[config.mk]
export PLATFORM = sky130hd
export DESIGN_NAME = vwr_responder
export DESIGN_NICKNAME = d
export VERILOG_FILES = /design/src/rtl/vwr_pkg.sv /design/src/rtl/vwr_pick.sv /design/src/rtl/vwr_snap.sv /design/src/rtl/vwr_pulse.sv /design/src/rtl/vwr_responder.sv
export SDC_FILE = /design/constraint.sdc
export NUM_CORES = 1
export LEC_CHECK = 0
export BUFFER_PORTS_ARGS = -buffer_cell sky130_fd_sc_hd__buf_2
export CORE_MARGIN = 3
export CORE_UTILIZATION = 61
export DETAILED_ROUTE_END_ITERATION = 7
export GPL_ROUTABILITY_DRIVEN = 0
export PLACE_DENSITY = 0.86
export REMOVE_ABC_BUFFERS = 1
export SYNTH_ARGS = -nofsm -noshare
export SYNTH_HDL_FRONTEND = slang
export SYNTH_SLANG_ARGS = --single-unit
[constraint.sdc]
create_clock -name clk_i -period 3.15 [get_ports clk_i]
set_input_delay 0.315 -clock clk_i [delete_from_list [all_inputs] [get_ports clk_i]]
set_output_delay 0.315 -clock clk_i [all_outputs]
set_load 0.02 [all_outputs]
[src/rtl/vwr_pkg.sv]
package vwr_pkg;
  localparam int NSLOT  = 8;
  localparam int SLOT_W = $clog2(NSLOT);
  localparam int SNAP_W = 3;  // only level bits 2:0 feed any action

  localparam logic [7:0] IDX_OOB_ACK  = 8'h04;
  localparam logic [7:0] IDX_HOST_ACK = 8'h06;
  localparam logic [7:0] IDX_SUS_ACK  = 8'h40;

  localparam int SL_SLP   = 0;
  localparam int SL_RST   = 1;
  localparam int SL_HWARN = 2;
  localparam int SL_SWARN = 3;

  typedef enum logic {ST_INIT, ST_RUN} vwr_state_t;

  function automatic logic [7:0] slot_index(input logic [SLOT_W-1:0] s);
    case (s)
      3'd0:    slot_index = 8'h02;
      3'd1:    slot_index = 8'h03;
      3'd2:    slot_index = 8'h07;
      3'd3:    slot_index = 8'h41;
      3'd4:    slot_index = 8'h42;
      3'd5:    slot_index = 8'h43;
      3'd6:    slot_index = 8'h44;
      default: slot_index = 8'h47;
    endcase
  endfunction
endpackage

[src/rtl/vwr_pick.sv]
module vwr_pick #(
  parameter int N = 8,
  localparam int W = $clog2(N)
) (
  input  logic [N-1:0] req_i,
  output logic         vld_o,
  output logic [W-1:0] sel_o
);
  always_comb begin
    sel_o = '0;
    for (int i = N - 1; i >= 0; i--) begin
      if (req_i[i]) sel_o = W'(i);
    end
  end
  assign vld_o = |req_i;
endmodule

[src/rtl/vwr_snap.sv]
module vwr_snap #(
  parameter int N = 8,
  parameter int W = 3,
  localparam int SW = $clog2(N)
) (
  input  logic                clk_i,
  input  logic                rst_ni,
  input  logic                we_i,
  input  logic [SW-1:0]       sel_i,
  input  logic [W-1:0]        d_i,
  output logic [N-1:0][W-1:0] q_o
);
  for (genvar s = 0; s < N; s++) begin : g_slot
    always_ff @(posedge clk_i or negedge rst_ni) begin
      if (!rst_ni)                         q_o[s] <= '0;
      else if (we_i && sel_i == SW'(s))    q_o[s] <= d_i;
    end
  end
endmodule

[src/rtl/vwr_pulse.sv]
module vwr_pulse #(
  parameter int CYC = 2000,
  localparam int CW = $clog2(CYC + 1)
) (
  input  logic clk_i,
  input  logic rst_ni,
  input  logic req_i,
  input  logic lo_ack_i,
  input  logic hi_ack_i,
  output logic lo_req_o,
  output logic hi_req_o,
  output logic low_o
);
  typedef enum logic [1:0] {P_IDLE, P_WLO, P_LOW} pst_t;
  pst_t st;
  logic [CW-1:0] cnt;

  assign lo_req_o = (st == P_WLO);
  assign low_o    = (st == P_LOW);
  assign hi_req_o = low_o && (cnt == '0);

  always_ff @(posedge clk_i or negedge rst_ni) begin
    if (!rst_ni) begin
      st  <= P_IDLE;
      cnt <= '0;
    end else begin
      case (st)
        P_IDLE: if (req_i) st <= P_WLO;
        P_WLO: if (lo_ack_i) begin
          st  <= P_LOW;
          cnt <= CW'(CYC - 1);
        end
        default: begin
          if (cnt != '0) cnt <= cnt - 1'b1;
          if (hi_ack_i) st <= P_IDLE;
        end
      endcase
    end
  end
endmodule

[src/rtl/vwr_responder.sv]
module vwr_responder #(
  parameter int CLK_MHZ  = 200,
  parameter int PULSE_US = 10
) (
  input  logic                      clk_i,
  input  logic                      rst_ni,
  output logic [7:0]                vw_rd_idx_o,
  input  logic [7:0]                vw_rd_data_i,
  output logic                      vw_wr_en_o,
  output logic [7:0]                vw_wr_idx_o,
  output logic [7:0]                vw_wr_data_o,
  input  logic [vwr_pkg::NSLOT-1:0] upd_flag_i,
  output logic [vwr_pkg::NSLOT-1:0] upd_clr_o,
  input  logic                      host_rst_req_i,
  output logic [2:0]                pwr_evt_o,
  output logic                      plt_rst_evt_o
);
  import vwr_pkg::*;
  localparam int CYC = CLK_MHZ * PULSE_US;

  vwr_state_t st;
  logic [SLOT_W-1:0] init_cnt;
  logic [SLOT_W-1:0] sel;
  logic              sel_vld;
  logic [NSLOT-1:0][SNAP_W-1:0] snap;
  logic              snap_we;
  logic [SLOT_W-1:0] snap_sel;

  logic p_start, p_host, p_host_v, p_oob, p_oob_v, p_sus, p_sus_v;
  logic lo_req, hi_req, lo_ack, hi_ack, rcin_low;
  logic g_start, g_host, g_oob, g_sus;
  logic wr_any, svc;
  logic [SNAP_W-1:0] chg, qual;

  vwr_pick #(.N(NSLOT)) u_pick (
    .req_i (upd_flag_i),
    .vld_o (sel_vld),
    .sel_o (sel)
  );

  vwr_pulse #(.CYC(CYC)) u_pulse (
    .clk_i    (clk_i),
    .rst_ni   (rst_ni),
    .req_i    (host_rst_req_i),
    .lo_ack_i (lo_ack),
    .hi_ack_i (hi_ack),
    .lo_req_o (lo_req),
    .hi_req_o (hi_req),
    .low_o    (rcin_low)
  );

  assign snap_we  = (st == ST_INIT) || svc;
  assign snap_sel = (st == ST_INIT) ? init_cnt : sel;

  vwr_snap #(.N(NSLOT), .W(SNAP_W)) u_snap (
    .clk_i  (clk_i),
    .rst_ni (rst_ni),
    .we_i   (snap_we),
    .sel_i  (snap_sel),
    .d_i    (vw_rd_data_i[SNAP_W-1:0]),
    .q_o    (snap)
  );

  assign wr_any = hi_req || lo_req || p_start || p_host || p_oob || p_sus;
  assign svc    = (st == ST_RUN) && !wr_any && sel_vld;
  assign chg    = snap[sel] ^ vw_rd_data_i[SNAP_W-1:0];
  assign qual   = vw_rd_data_i[SNAP_W-1:0] & vw_rd_data_i[SNAP_W+3:4];

  // one bank access per cycle: timed release, pulse start, startup, acks, service
  always_comb begin
    vw_rd_idx_o  = '0;
    vw_wr_en_o   = 1'b0;
    vw_wr_idx_o  = '0;
    vw_wr_data_o = '0;
    upd_clr_o    = '0;
    lo_ack = 1'b0; hi_ack = 1'b0;
    g_start = 1'b0; g_host = 1'b0; g_oob = 1'b0; g_sus = 1'b0;
    if (st == ST_INIT) begin
      vw_rd_idx_o = slot_index(init_cnt);
    end else if (hi_req) begin
      vw_rd_idx_o  = IDX_HOST_ACK;
      vw_wr_en_o   = 1'b1;
      vw_wr_idx_o  = IDX_HOST_ACK;
      vw_wr_data_o = vw_rd_data_i | 8'h04;
      hi_ack       = 1'b1;
    end else if (lo_req) begin
      vw_rd_idx_o  = IDX_HOST_ACK;
      vw_wr_en_o   = 1'b1;
      vw_wr_idx_o  = IDX_HOST_ACK;
      vw_wr_data_o = vw_rd_data_i & 8'hFB;
      lo_ack       = 1'b1;
    end else if (p_start) begin
      vw_rd_idx_o  = IDX_HOST_ACK;
      vw_wr_en_o   = 1'b1;
      vw_wr_idx_o  = IDX_HOST_ACK;
      vw_wr_data_o = rcin_low ? 8'hFB : 8'hFF;
      g_start      = 1'b1;
    end else if (p_host) begin
      vw_rd_idx_o  = IDX_HOST_ACK;
      vw_wr_en_o   = 1'b1;
      vw_wr_idx_o  = IDX_HOST_ACK;
      vw_wr_data_o = {vw_rd_data_i[7:4], p_host_v, vw_rd_data_i[2:0]};
      g_host       = 1'b1;
    end else if (p_oob) begin
      vw_rd_idx_o  = IDX_OOB_ACK;
      vw_wr_en_o   = 1'b1;
      vw_wr_idx_o  = IDX_OOB_ACK;
      vw_wr_data_o = {vw_rd_data_i[7:1], p_oob_v};
      g_oob        = 1'b1;
    end else if (p_sus) begin
      vw_rd_idx_o  = IDX_SUS_ACK;
      vw_wr_en_o   = 1'b1;
      vw_wr_idx_o  = IDX_SUS_ACK;
      vw_wr_data_o = {vw_rd_data_i[7:1], p_sus_v};
      g_sus        = 1'b1;
    end else if (svc) begin
      vw_rd_idx_o    = slot_index(sel);
      upd_clr_o[sel] = 1'b1;
    end
  end

  always_ff @(posedge clk_i or negedge rst_ni) begin
    if (!rst_ni) begin
      st       <= ST_INIT;
      init_cnt <= '0;
    end else if (st == ST_INIT) begin
      if (init_cnt == SLOT_W'(NSLOT - 1)) st <= ST_RUN;
      else init_cnt <= init_cnt + 1'b1;
    end
  end

  always_ff @(posedge clk_i or negedge rst_ni) begin
    if (!rst_ni) begin
      p_start <= 1'b0;
      p_host  <= 1'b0; p_host_v <= 1'b0;
      p_oob   <= 1'b0; p_oob_v  <= 1'b0;
      p_sus   <= 1'b0; p_sus_v  <= 1'b0;
      pwr_evt_o     <= '0;
      plt_rst_evt_o <= 1'b0;
    end else begin
      pwr_evt_o     <= '0;
      plt_rst_evt_o <= 1'b0;
      if (g_start) p_start <= 1'b0;
      if (g_host)  p_host  <= 1'b0;
      if (g_oob)   p_oob   <= 1'b0;
      if (g_sus)   p_sus   <= 1'b0;
      if (svc) begin
        case (int'(sel))
          SL_SLP: pwr_evt_o <= chg[2:0];
          SL_RST: begin
            if (chg[1]) begin
              if (qual[1]) p_start <= 1'b1;
              else         plt_rst_evt_o <= 1'b1;
            end
            if (chg[2]) begin
              p_oob   <= 1'b1;
              p_oob_v <= qual[2];
            end
          end
          SL_HWARN: if (chg[0]) begin
            p_host   <= 1'b1;
            p_host_v <= qual[0];
          end
          SL_SWARN: if (chg[0]) begin
            p_sus   <= 1'b1;
            p_sus_v <= qual[0];
          end
          default: ;
        endcase
      end
    end
  end
endmodule

==> impl_metrics.yaml <==
run_status:
  status: "completed"
yosys:
  async_reset_ff_share_pct: 100
  synthCells: 361
  yosysTopAreaCell: "dfrtp_1"
  synth.distinct_cells: 60
  synthTopCellsByArea: "dfrtp_1, mux2_2, nand2_1"
  syn-cell-area_um2: 3360
  avgSynthCellArea_um2: 9.30
  yosysWarnings: 0
  synth_edf_count: 0
  ys_seq_area_share_pct: 38.7
  synth_seq_cells: 52
  netlist.area_leader.share_pct: 38.7
  synth_flop_cell: "dfrtp_1"
floorplanning:
  std_cell_rows: 26
  fp.dieW_um: 80.2
  die_area_um2: 6430
  die_y_um: 80.2
  start_util_pct: 64.5
  core_um2: 5200
  io_pins: 56
timing:
  tightest_slew_ps: 937
  fin_ws_ps: 204
  maxSlewHeadroom_pct: 37.6
  fmax_mhz: 339
  hold_viol: 0
  rsz0062_at_grt: "false"
  finalCriticalPeriod_ps: 2950
  finalCritPeriodShare_pct: 93.5
  drv_slew: 0
  setup_violations: 0
  skew_ps: 10.9
  tns_ps: 0
layout:
  layout_common_cells: "dfrtp_1, buf_2, nand2_1, mux2_2, nor2_1"
  fin_nets: 433
  post_layout_nonfiller_instances: 478
  final_util_pct: 71.9
  layout_commonest_cell: "dfrtp_1"
  drive_above_1_share_pct: 25.5
  synthToLayoutAreaGrowth_pct: 11.4
  antenna_cells: 0
  fillerInstances: 396
run:
  maxCapViolCount: 0
grt:
  grt_pass1_vias: 2891
  grt_max_degree: 41
  grt.total_usage_pct: 28.1
  antenna_found_initial: 0
  grt-ovfl-total: 0
  grt_pass1_wl_um: 14000
clocking:
  cts_tree: "done"
  cts_setup_buffers: 0
  cts_hold_buffers: 0
  insertion_delay_ps: 310
  cts-htree-levels: 2
  clock-root-buffer: "clkbuf_8"
  cts_resized: 0
  numCtsBuffers: 5
  cts.clk_slew.worst_paths_ps: 100
  cts.sinks: 52
  clockBufferDepth: 2
route:
  viasPerCell: 6.48
  vias: 3099
  drc: 0
  ant_nets: 0
  drtPass1Iterations: 5
  wl_per_cell_um: 18.0
  drt_first_iter_violations: 433
  drt_wl_total_um: 8610
place:
  dpl.cell_count: 470
  pre_cts_slack_ps: 447
  io_buffers: 46
  hpwl_um: 6450
setup_path:
  timing.rr.start: "u_pulse.cnt[0]"
  cp-end-kind: "primary output"
  critPathLaunch: "u_pulse.cnt[0]"
  path_cells: "inv_1, ha_1, nor3b_1, and4_1, nor2_1, buf_4, nand2_1, o21a_1, a221o_1, buf_2"
  cpMaxStageDelayCell: "dfrtp_1"
  crit_required_ps: 2830
  arrival_ps: 2630
  critPathKind: "reg2out"
  slowest_delay_ps: 390
  cp-start-kind: "register"
  critPathMaxFanout: 7
pwr:
  p_sw_share_pct: 35.8
  vdd_drop_max_mv: 0.420
  p_int_w: 0.00127
  seqPwrFrac_pct: 48.3
  pwr-share-comb_pct: 31.1
  p_leak_nw: 1.69
  total_power_w: 0.00198
  switchingPower_w: 0.000711
  power.share.clock_pct: 20.6
  p_per_area_nw_per_um2: 530
worst_hold_path:
  min_path_type: "in2async"
==> power groups by stage <==
stage / combinational (W) / clock [W] / sequential [W]
2_1_floorplan: 0.000426 / 0 / 0.000931
3_3_place_gp: 0.000587 / 0 / 0.000952
3_5_place_dp: 0.000612 / 0 / 0.000963
4_1_cts: 0.000614 / 0.000415 / 0.000951
5_1_grt: 0.000681 / 0.000438 / 0.000980
6_report: 0.000617 / 0.000410 / 0.000958
==> Yosys cell counts, types with 4 or more instances <==
cell type,n
a21oi_1,19
o31ai_1,7
or2_2,4
dfrtp_1,52
o2111ai_1,4
ha_1,7
nor3_1,16
buf_4,9
clkbuf_1,10
nand4_1,5
xor2_1,5
nor2_1,25
and3_1,11
nor4_1,8
o21a_1,8
buf_2,4
or3_1,5
xnor2_1,5
inv_1,14
mux2_2,27
a21boi_0,4
o21ai_0,10
mux2i_1,5
nand3_1,7
or4_1,4
nand2_1,32
nor2b_1,6
==> worst max-delay path: cells and delay by family (launching register included) <==
kind,cells,cell delay [ps]
compound gates,2,460
fa+ha+maj,1,200
buf+inv,3,460
flops,1,390
simple gates,4,810
==> per-stage QoR <==
step                      hold WS [ps]  cell area (µm²)
final                              121             3740
after global routing               191             3740
after CTS                          156             3740
after detailed placement           490             3640
after global placement             481             3640
after floorplan                   19.4             3260
==> flip-flops by register name, summed over array words and instances (netlist names) <==
| signal | count |
|---|---|
| u_snap.q_o | 24 |
| u_pulse.cnt | 11 |
| init_cnt | 3 |
| pwr_evt_o | 3 |
| u_pulse.st | 2 |
| p_host | 1 |
| p_host_v | 1 |
| p_oob | 1 |
| p_oob_v | 1 |
| p_start | 1 |
| p_sus | 1 |
| p_sus_v | 1 |
| plt_rst_evt_o | 1 |
| st | 1 |
==> final timing paths <==
path                                  endpoint  slack, ps  depth (start not counted)
worst min-delay path               init_cnt[2]        120                          1
min in group clk_i               u_pulse.st[0]        230                          3
worst max register to register  u_snap.q_o[22]        540                          8
worst min register to register  u_snap.q_o[11]        510                          1
max in group asynchronous       u_pulse.cnt[7]       2280                          2
worst max-delay path            vw_rd_idx_o[2]        200                         10
==> per-layer routing <==
| metal | part of all wire (%) | wire, µm | global-route usage (%) | vias up |
|---|---|---|---|---|
| met5 | 0 | 0 | 0 | - |
| met4 | 2.8 | 239 | 10.8 | 0 |
| met3 | 7.3 | 627 | 4.93 | 27 |
| met2 | 48 | 4120 | 45.2 | 176 |
| met1 | 42 | 3620 | 37.7 | 1494 |
| li1 | - | - | - | 1402 |
==> cell families after synthesis <==
kind of cell / share of synthesized area [%]
flops: 38.7
other cells: 0.112
buf+inv: 5.51
fa+ha+maj: 2.61
mux: 10.5
compound gates: 17.8
simple gates: 22.1
xor+xnor: 2.61
==> layout make-up <==
| class | instances | area, µm² | area share (%) |
|---|---|---|---|
| multi-input combinational | 278 | 1900 | 50.8 |
| sequential | 52 | 1300 | 34.8 |
| timing repair buffer | 55 | 298 | 7.96 |
| tap | 70 | 87.6 | 2.34 |
| clock buffer | 6 | 82.6 | 2.21 |
| inverter | 15 | 56.3 | 1.51 |
| clock inverter | 2 | 13.8 | 0.368 |
No activity file was read; power rests on OpenSTA's default activity.
